$ cat config.mk
export PLATFORM = sky130hd
export DESIGN_NAME = ecc_err_log
export DESIGN_NICKNAME = d
export VERILOG_FILES = /design/src/rtl/ecc_elog_pkg.sv /design/src/rtl/ecc_elog_ctrl.sv /design/src/rtl/ecc_elog_capture.sv /design/src/rtl/ecc_elog_scrub.sv /design/src/rtl/ecc_err_log.sv
export SDC_FILE = /design/constraint.sdc
export NUM_CORES = 1
export LEC_CHECK = 0
export BUFFER_PORTS_ARGS = -buffer_cell sky130_fd_sc_hd__buf_2
export CAP_MARGIN = 15
export CORE_MARGIN = 5
export CORE_UTILIZATION = 40
export CTS_BUF_LIST = sky130_fd_sc_hd__clkbuf_16
export DETAILED_ROUTE_END_ITERATION = 16
export GPL_ROUTABILITY_DRIVEN = 0
export PLACE_DENSITY = 0.71
export SLEW_MARGIN = 20
export SYNTH_ARGS = -nofsm -noshare
export SYNTH_HDL_FRONTEND = slang
export SYNTH_HIERARCHICAL = 1
export SYNTH_SLANG_ARGS = --single-unit
$ cat constraint.sdc
create_clock -name clk -period 4 [get_ports clk]
set_clock_uncertainty 0.2 [all_clocks]
set_input_delay 0.8 -clock clk [delete_from_list [all_inputs] [get_ports clk]]
set_output_delay 0.8 -clock clk [all_outputs]
set_load 0.005 [all_outputs]
$ cat src/rtl/ecc_elog_pkg.sv
package ecc_elog_pkg;

    localparam int ELOG_ADDR_W = 32;
    localparam int ELOG_CAP_W  = 19;
    localparam int ELOG_SYN_W  = 8;
    localparam int ELOG_CTL_N  = 2;
    localparam int ELOG_FLG_N  = 2;
    localparam int ELOG_REG_W  = 1 + ELOG_CAP_W + ELOG_SYN_W + ELOG_CTL_N + ELOG_FLG_N;

    localparam int POS_SBE       = 0;
    localparam int POS_MBE       = 1;
    localparam int POS_NMI_EN    = 2;
    localparam int POS_BE_EN     = 3;
    localparam int POS_SYN_LO    = ELOG_FLG_N + ELOG_CTL_N;
    localparam int POS_CAP_LO    = POS_SYN_LO + ELOG_SYN_W;
    localparam int POS_SCRUB_DIS = POS_CAP_LO + ELOG_CAP_W;

    typedef enum logic [1:0] {
        EV_NONE    = 2'd0,
        EV_CORR    = 2'd1,
        EV_UNCORR  = 2'd2
    } elog_kind_e;

    typedef struct packed {
        elog_kind_e              kind;
        logic [ELOG_CAP_W-1:0]   page;
        logic [ELOG_SYN_W-1:0]   syn;
    } elog_evt_t;

    typedef struct packed {
        logic scrub_dis;
        logic be_en;
        logic nmi_en;
    } elog_ctrl_t;

    function automatic elog_kind_e classify(input logic sbe, input logic mbe);
        if (mbe)      return EV_UNCORR;
        else if (sbe) return EV_CORR;
        else          return EV_NONE;
    endfunction

    function automatic elog_evt_t make_evt(input logic sbe, input logic mbe,
                                           input logic [ELOG_ADDR_W-1:0] addr,
                                           input logic [ELOG_SYN_W-1:0] syn);
        elog_evt_t e;
        e.kind = classify(sbe, mbe);
        e.page = addr[ELOG_ADDR_W-1 -: ELOG_CAP_W];
        e.syn  = (e.kind == EV_CORR) ? syn : '0;
        return e;
    endfunction

    function automatic logic [ELOG_REG_W-1:0] pack_status(input elog_ctrl_t ctl,
                                                          input logic sbe_f,
                                                          input logic mbe_f,
                                                          input logic [ELOG_CAP_W-1:0] page,
                                                          input logic [ELOG_SYN_W-1:0] syn);
        logic [ELOG_REG_W-1:0] w;
        w = '0;
        w[POS_SCRUB_DIS]                   = ctl.scrub_dis;
        w[POS_CAP_LO +: ELOG_CAP_W]        = page;
        w[POS_SYN_LO +: ELOG_SYN_W]        = syn;
        w[POS_BE_EN]                       = ctl.be_en;
        w[POS_NMI_EN]                      = ctl.nmi_en;
        w[POS_MBE]                         = mbe_f;
        w[POS_SBE]                         = sbe_f;
        return w;
    endfunction

endpackage

$ cat src/rtl/ecc_elog_ctrl.sv
module ecc_elog_ctrl
    import ecc_elog_pkg::*;
(
    input  logic       clk,
    input  logic       rst,
    input  logic       wr_i,
    input  elog_ctrl_t wr_ctl_i,
    output elog_ctrl_t ctl_o
);

    elog_ctrl_t ctl_q;

    always_ff @(posedge clk) begin
        if (rst) begin
            ctl_q <= '0;
        end else if (wr_i) begin
            ctl_q <= wr_ctl_i;
        end
    end

    assign ctl_o = ctl_q;

endmodule

$ cat src/rtl/ecc_elog_capture.sv
module ecc_elog_capture
    import ecc_elog_pkg::*;
(
    input  logic                  clk,
    input  logic                  rst,
    input  elog_evt_t             evt_i,
    input  logic                  clr_sbe_i,
    input  logic                  clr_mbe_i,
    output logic                  sbe_f_o,
    output logic                  mbe_f_o,
    output logic [ELOG_CAP_W-1:0] page_o,
    output logic [ELOG_SYN_W-1:0] syn_o
);

    logic                  sbe_q, mbe_q;
    logic [ELOG_CAP_W-1:0] page_q;
    logic [ELOG_SYN_W-1:0] syn_q;
    logic                  sbe_keep, mbe_keep, armed, take;

    always_comb begin
        sbe_keep = sbe_q & ~clr_sbe_i;
        mbe_keep = mbe_q & ~clr_mbe_i;
        armed    = ~sbe_keep & ~mbe_keep;
        take     = armed && (evt_i.kind != EV_NONE);
    end

    always_ff @(posedge clk) begin
        if (rst) begin
            sbe_q  <= 1'b0;
            mbe_q  <= 1'b0;
            page_q <= '0;
            syn_q  <= '0;
        end else if (take) begin
            sbe_q  <= (evt_i.kind == EV_CORR);
            mbe_q  <= (evt_i.kind == EV_UNCORR);
            page_q <= evt_i.page;
            syn_q  <= evt_i.syn;
        end else begin
            sbe_q  <= sbe_keep;
            mbe_q  <= mbe_keep;
        end
    end

    assign sbe_f_o = sbe_q;
    assign mbe_f_o = mbe_q;
    assign page_o  = page_q;
    assign syn_o   = syn_q;

endmodule

$ cat src/rtl/ecc_elog_scrub.sv
module ecc_elog_scrub
    import ecc_elog_pkg::*;
(
    input  logic                   clk,
    input  logic                   rst,
    input  elog_kind_e             kind_i,
    input  logic [ELOG_ADDR_W-1:0] addr_i,
    input  logic                   scrub_dis_i,
    output logic                   req_o,
    output logic [ELOG_ADDR_W-1:0] addr_o
);

    logic                   req_q;
    logic [ELOG_ADDR_W-1:0] addr_q;
    logic                   fire;

    assign fire = (kind_i == EV_CORR) && !scrub_dis_i;

    always_ff @(posedge clk) begin
        if (rst) begin
            req_q  <= 1'b0;
            addr_q <= '0;
        end else begin
            req_q <= fire;
            if (fire) begin
                addr_q <= addr_i;
            end
        end
    end

    assign req_o  = req_q;
    assign addr_o = addr_q;

endmodule

$ cat src/rtl/ecc_err_log.sv
module ecc_err_log
    import ecc_elog_pkg::*;
(
    input  logic                   clk,
    input  logic                   rst,
    input  logic                   ecc_sbe_i,
    input  logic                   ecc_mbe_i,
    input  logic [ELOG_ADDR_W-1:0] ecc_addr_i,
    input  logic [ELOG_SYN_W-1:0]  ecc_syn_i,
    input  logic                   reg_wr_i,
    input  logic [ELOG_REG_W-1:0]  reg_wdata_i,
    output logic [ELOG_REG_W-1:0]  reg_rdata_o,
    output logic                   nmi_req_o,
    output logic                   buserr_req_o,
    output logic                   scrub_req_o,
    output logic [ELOG_ADDR_W-1:0] scrub_addr_o
);

    elog_evt_t             evt;
    elog_ctrl_t            wr_ctl, ctl;
    logic                  clr_sbe, clr_mbe;
    logic                  sbe_f, mbe_f;
    logic [ELOG_CAP_W-1:0] page;
    logic [ELOG_SYN_W-1:0] syn;
    logic                  unused_wbits;

    assign evt = make_evt(ecc_sbe_i, ecc_mbe_i, ecc_addr_i, ecc_syn_i);

    assign wr_ctl.scrub_dis = reg_wdata_i[POS_SCRUB_DIS];
    assign wr_ctl.be_en     = reg_wdata_i[POS_BE_EN];
    assign wr_ctl.nmi_en    = reg_wdata_i[POS_NMI_EN];
    assign clr_sbe          = reg_wr_i & reg_wdata_i[POS_SBE];
    assign clr_mbe          = reg_wr_i & reg_wdata_i[POS_MBE];
    assign unused_wbits     = ^reg_wdata_i[POS_SCRUB_DIS-1:POS_SYN_LO];

    ecc_elog_ctrl i_ctrl (
        .clk      (clk),
        .rst      (rst),
        .wr_i     (reg_wr_i),
        .wr_ctl_i (wr_ctl),
        .ctl_o    (ctl)
    );

    ecc_elog_capture i_capture (
        .clk       (clk),
        .rst       (rst),
        .evt_i     (evt),
        .clr_sbe_i (clr_sbe),
        .clr_mbe_i (clr_mbe),
        .sbe_f_o   (sbe_f),
        .mbe_f_o   (mbe_f),
        .page_o    (page),
        .syn_o     (syn)
    );

    ecc_elog_scrub i_scrub (
        .clk         (clk),
        .rst         (rst),
        .kind_i      (evt.kind),
        .addr_i      (ecc_addr_i),
        .scrub_dis_i (ctl.scrub_dis),
        .req_o       (scrub_req_o),
        .addr_o      (scrub_addr_o)
    );

    assign reg_rdata_o  = pack_status(ctl, sbe_f, mbe_f, page, syn);
    assign nmi_req_o    = sbe_f & ctl.nmi_en;
    assign buserr_req_o = mbe_f & ctl.be_en;

endmodule

After elaboration in Yosys (flattened, before gate mapping)

Index checks and enable logic that the tools add are counted.

Mux-type cells: 5
Bitwise logic cells: 11
Reduce and logical (&&, ||, !) cells: 4
Eq/ne operators: 2

Operators by type and width:

| kind                                                                  | number |
|---|---|
| 8-bit 2-to-1 mux                                                      | 1 |
| 1-bit AND                                                             | 7 |
| 1-bit inverter                                                        | 4 |
| 1-bit 2-to-1 mux                                                      | 3 |
| 2-bit by 1-bit equality test with 1-bit output, second input constant | 1 |
| 2-bit equality test, second input constant                            | 1 |
| 1-bit logical AND                                                     | 2 |
| 2-bit 2-to-1 mux                                                      | 1 |
| 2-bit nonzero test                                                    | 1 |
| 1-bit logical NOT                                                     | 1 |

Logic and storage cells: 31
Bits in registers: 65

Longest topological paths before layout

Depth in word-level cells: 7
Depth in mapped cells: 6

By module

Netlist, hierarchy kept.

By module, submodules not included:

| module           | area each (µm²) | instances | cells each |
|---|---|---|---|
| ecc_elog_scrub   | 1498.9          | 1         | 142 |
| ecc_elog_capture | 1325.0          | 1         | 126 |
| ecc_err_log      | 116.4           | 1         | 15 |
| ecc_elog_ctrl    | 101.3           | 1         | 9 |

Worst setup path after synthesis

Ideal clock, no wire load.

Path kind: input port to flip-flop
Start point: in reg_wr_i
End point: reg i_capture.page_q[0], in the netlist i_capture/page_o[0]
Cell stages on the path: 6
Buffers on the path: 2
Arrival: 1.584 ns
Data required time: 3.682 ns
Slack: 2.097 ns
Cell sequence: and2_1 -> nand2b_4 -> o211a_1 -> buf_6 -> buf_12 -> mux2i_1

Longest elaborated chain between the ends: 6
Elaborated cells between the ends (all ways): 10
Those cells by class: 9 x bitwise; 1 x reduce/logical

RTL lines:

| element                           | RTL line                                       | RTL |
|---|---|---|
| start, declared                   | ecc_err_log.sv:10                              | `input logic reg_wr_i,` |
| 1-bit AND (on tied branches)      | ecc_err_log.sv:32, ecc_err_log.sv:33           |  |
| 1-bit inverter (on tied branches) | ecc_elog_capture.sv:21, ecc_elog_capture.sv:22 |  |
| 1-bit AND (on tied branches)      | ecc_elog_capture.sv:21, ecc_elog_capture.sv:22 |  |
| 1-bit inverter                    | ecc_elog_capture.sv:23                         | `armed = ~sbe_keep & ~mbe_keep;` |
| 1-bit AND (*)                     | ecc_elog_capture.sv:23                         |  |
| 1-bit logical AND (*)             | ecc_elog_capture.sv:24                         | `take = armed && (evt_i.kind != EV_NONE);` |
| end signal, assigned              | ecc_elog_capture.sv:36                         | `page_q <= evt_i.page;` |
| end, declared                     | ecc_elog_capture.sv:16                         | `logic [ELOG_CAP_W-1:0] page_q;` |

Mark *: on every way between the ends. The rest lies on a longest branch, timed or not.
A chain may end at the register's enable or synchronous reset.

==> metrics.txt <==
status=completed; Worst Path Required=about 4 ns; area grow syn2layout=27.40%; CTS resizes=0; f_max=0.4274 GHz; initial antenna violation count=0; Final Hold Fails=0; reg2reg end=i_capture/page_o[14]$_SDFFE_PP0P_; Post-CTS Hold Buffers=0; worst endpoint data arrival time=2.39 ns; wire per inst=12.52 µm; worst vdd ir=0.1926 mV; met1 usage=14.92%; CP startpoint kind=input pin; Setup WS post-layout=1.660 ns; first-pass GRT wire length=10.65 mm; total power=1609 µW; synth cell count leaders=nand2b_1 (118), dfxtp_1 (65), mux2i_1 (62); I/O Pins=144; synthesized netlist cell count=292; proportion of layout cells with a drive suffix above 1=around 33%; dpl ws=~1.3 ns; Syn Nets=369; DP Wirelength=4.459 mm; clock latency on the worst-skew pair=~0.32 ns; final setup fails=0; ys async rst share=0%; sequential share of the synthesized area=42.78%; Avg Inst Size Synth=10.42 µm²; Max-Cap Viols=0; P per Cell Area=415.3 mW/mm²; Synth Area in Compound Gates=less than 1%; Root Driver=clkbuf_16; H-tree levels=3; Slew @ Worst Pin=around 0.8 ns; Max Slew Vio Count=0; largest net degree at the start of global routing=125; DRC=0; layout net count=478; RSZ-0062 raised after global routing=false; CP Cell Sequence=buf_2 -> nor2b_1 -> o211a_1 -> buf_4 -> mux2i_1; CTS Buf Count=9; mapped cell area=a little over 0.003 mm²; setup TNS=0 ns; reg2reg start=i_capture/sbe_f_o$_SDFF_PP0_; Post-synth EDFFs=0; most frequent cell after synthesis=nand2b_1; xor/xnor share of the synthesized area=0%; Routed Antenna Nets=0; Port Buf Inserts=116; GRT Util Overall=13.70%; Synth area leader=dfxtp_1; warning count from the yosys run=6; crit end category=flop; post-route cell area=0.003875 mm²; core area=~0.0073 mm²; postcts setup bufs=0; Worst R2R Setup Slack=2.20 ns; GR Layer Usage met3=7.107%; Final period util=slightly below 60%; Main synth FF type=dfxtp_1; Die H=approximately 97 µm; largest cells by area after synthesis=dfxtp_1 (43%), nand2b_1 (24%), mux2i_1 (20%), buf_12 (3.3%), and3b_1 (2.3%); total grt overflow=0; CTS tree=yes; critical path class=in -> reg; 1st-pass router iterations=4; hold path startpoint=i_scrub/addr_o[3]$_SDFFE_PP0P_; adder-cell share of the synthesized area=0%; Die Wd=97.20 µm; # fillers=679; die area=~0.0094 mm²; initial drt markers=64; Placed Area=0.003595 mm²; relative slew slack=46.59%; number of global-route vias before repair=2299; leakage=0.001829 µW; top-area cell type share of the netlist area=about 43%; hold path depth=2; multiplexer share of the synthesized area=20.40%; slowest cell on the critical path=o211a_1; n_diodes=0; clock slew at reported path FFs=0.05 ns; crit-path max FO=19; minimum clock period=2.340 ns; WL final=6.321 mm; largest family of logic cells by synthesized area=simple AND/OR/NAND/NOR gates; DR vias=~2300; Cell Rows=31; Vias/cell=about 4.5; Worst path max stage delay=0.51 ns; met2 usage=22.24%; clk buf depth=2; #FFs+latches synth=65; Hold EP=i_scrub/addr_o[3]$_SDFFE_PP0P_; Hold Crit Class=reg -> reg; cells on worst reg2reg path=4; Initial Util=41.49%; distinct cell type count after synthesis=17; post-synthesis simple-gate area fraction=29.99%; clk sink count=65; busiest grt layer=met2
## layout make-up
type	instances	area [µm²]	share of cell area, %
Tap cell	99	123.9	3.197
Sequential cell	65	1301	33.58
Multi-Input combinational cell	205	1559	40.23
Clock inverter	7	55.05	1.421
Clock buffer	9	225.2	5.812
Timing Repair Buffer	120	610.6	15.76
## cell usage in the layout, fill, tap and decap left out, drive strengths merged
| cell type | count |
|---|---|
| inv | 3 |
| o211a | 1 |
| bufinv | 1 |
| nor2b | 2 |
| nor2 | 3 |
| nand3b | 2 |
| clkinv | 3 |
| a21oi | 2 |
| dfxtp | 65 |
| and3b | 8 |
| buf | 120 |
| nand2b | 120 |
| nor3b | 1 |
| clkbuf | 9 |
| and2 | 4 |
| mux2i | 62 |
## through the flow
step / util [%] / hold WS, ns / cells
after floorplan: - / 0.2650 / 292
after global placement: 49.04 / 0.2554 / 489
after detailed placement: 49.04 / 0.2583 / 489
after CTS: 52.86 / 0.2709 / 505
after global routing: 52.86 / 0.2860 / 505
final: 52.86 / 0.2672 / 505
## power breakdown
part	internal, µW	switching [µW]
clock	470	254
sequential	682	17.0
combinational	102	84.3
total	1250	356
## cells by family (layout without fill, tap and decap cells)
group	count (synthesis)	count (layout)
AO/OA/AOI/OAI	3	3
AND/OR/NAND/NOR	140	140
buffers and inverters	22	136
flip-flops	65	65
multiplexers	62	62
## worst max path at each step
| stage | from | end | slack, ns | depth (start not counted) |
|---|---|---|---|---|
| after floorplan | reg_wr_i | i_capture/page_o[0]$_SDFFE_PP0P_ | 2.10 | 6 |
| after global placement | ecc_mbe_i | i_capture/syn_o[3]$_SDFFE_PP0P_ | 1.32 | 5 |
| after detailed placement | ecc_mbe_i | i_capture/page_o[14]$_SDFFE_PP0P_ | 1.30 | 5 |
| after CTS | ecc_mbe_i | i_capture/page_o[14]$_SDFFE_PP0P_ | 1.64 | 5 |
| after global routing | ecc_mbe_i | i_capture/syn_o[4]$_SDFFE_PP0P_ | 1.49 | 5 |
| final | ecc_mbe_i | i_capture/page_o[14]$_SDFFE_PP0P_ | 1.66 | 5 |
## sequential cells by signal, indices dropped and copies added (netlist names)
signal             count
i_scrub/addr_o        32
i_capture/page_o      19
i_capture/syn_o        8
i_ctrl/ctl_o           3
i_capture/mbe_f_o      1
i_capture/sbe_f_o      1
i_scrub/req_o          1
## per-layer routing
metal / vias to the layer above / wire [µm]
met1: 1038 / 2581
met5: - / 0
met2: 69 / 3016
met4: 0 / 102
met3: 11 / 622
li1: 1160 / -
## worst max-delay path: cells and delay by family
kind                   cells  cell delay [ns]
AO/OA/AOI/OAI              1             0.51
multiplexers               1             0.23
buffers and inverters      2             0.59
AND/OR/NAND/NOR            1             0.24
No activity file was read; power rests on OpenSTA's default activity.
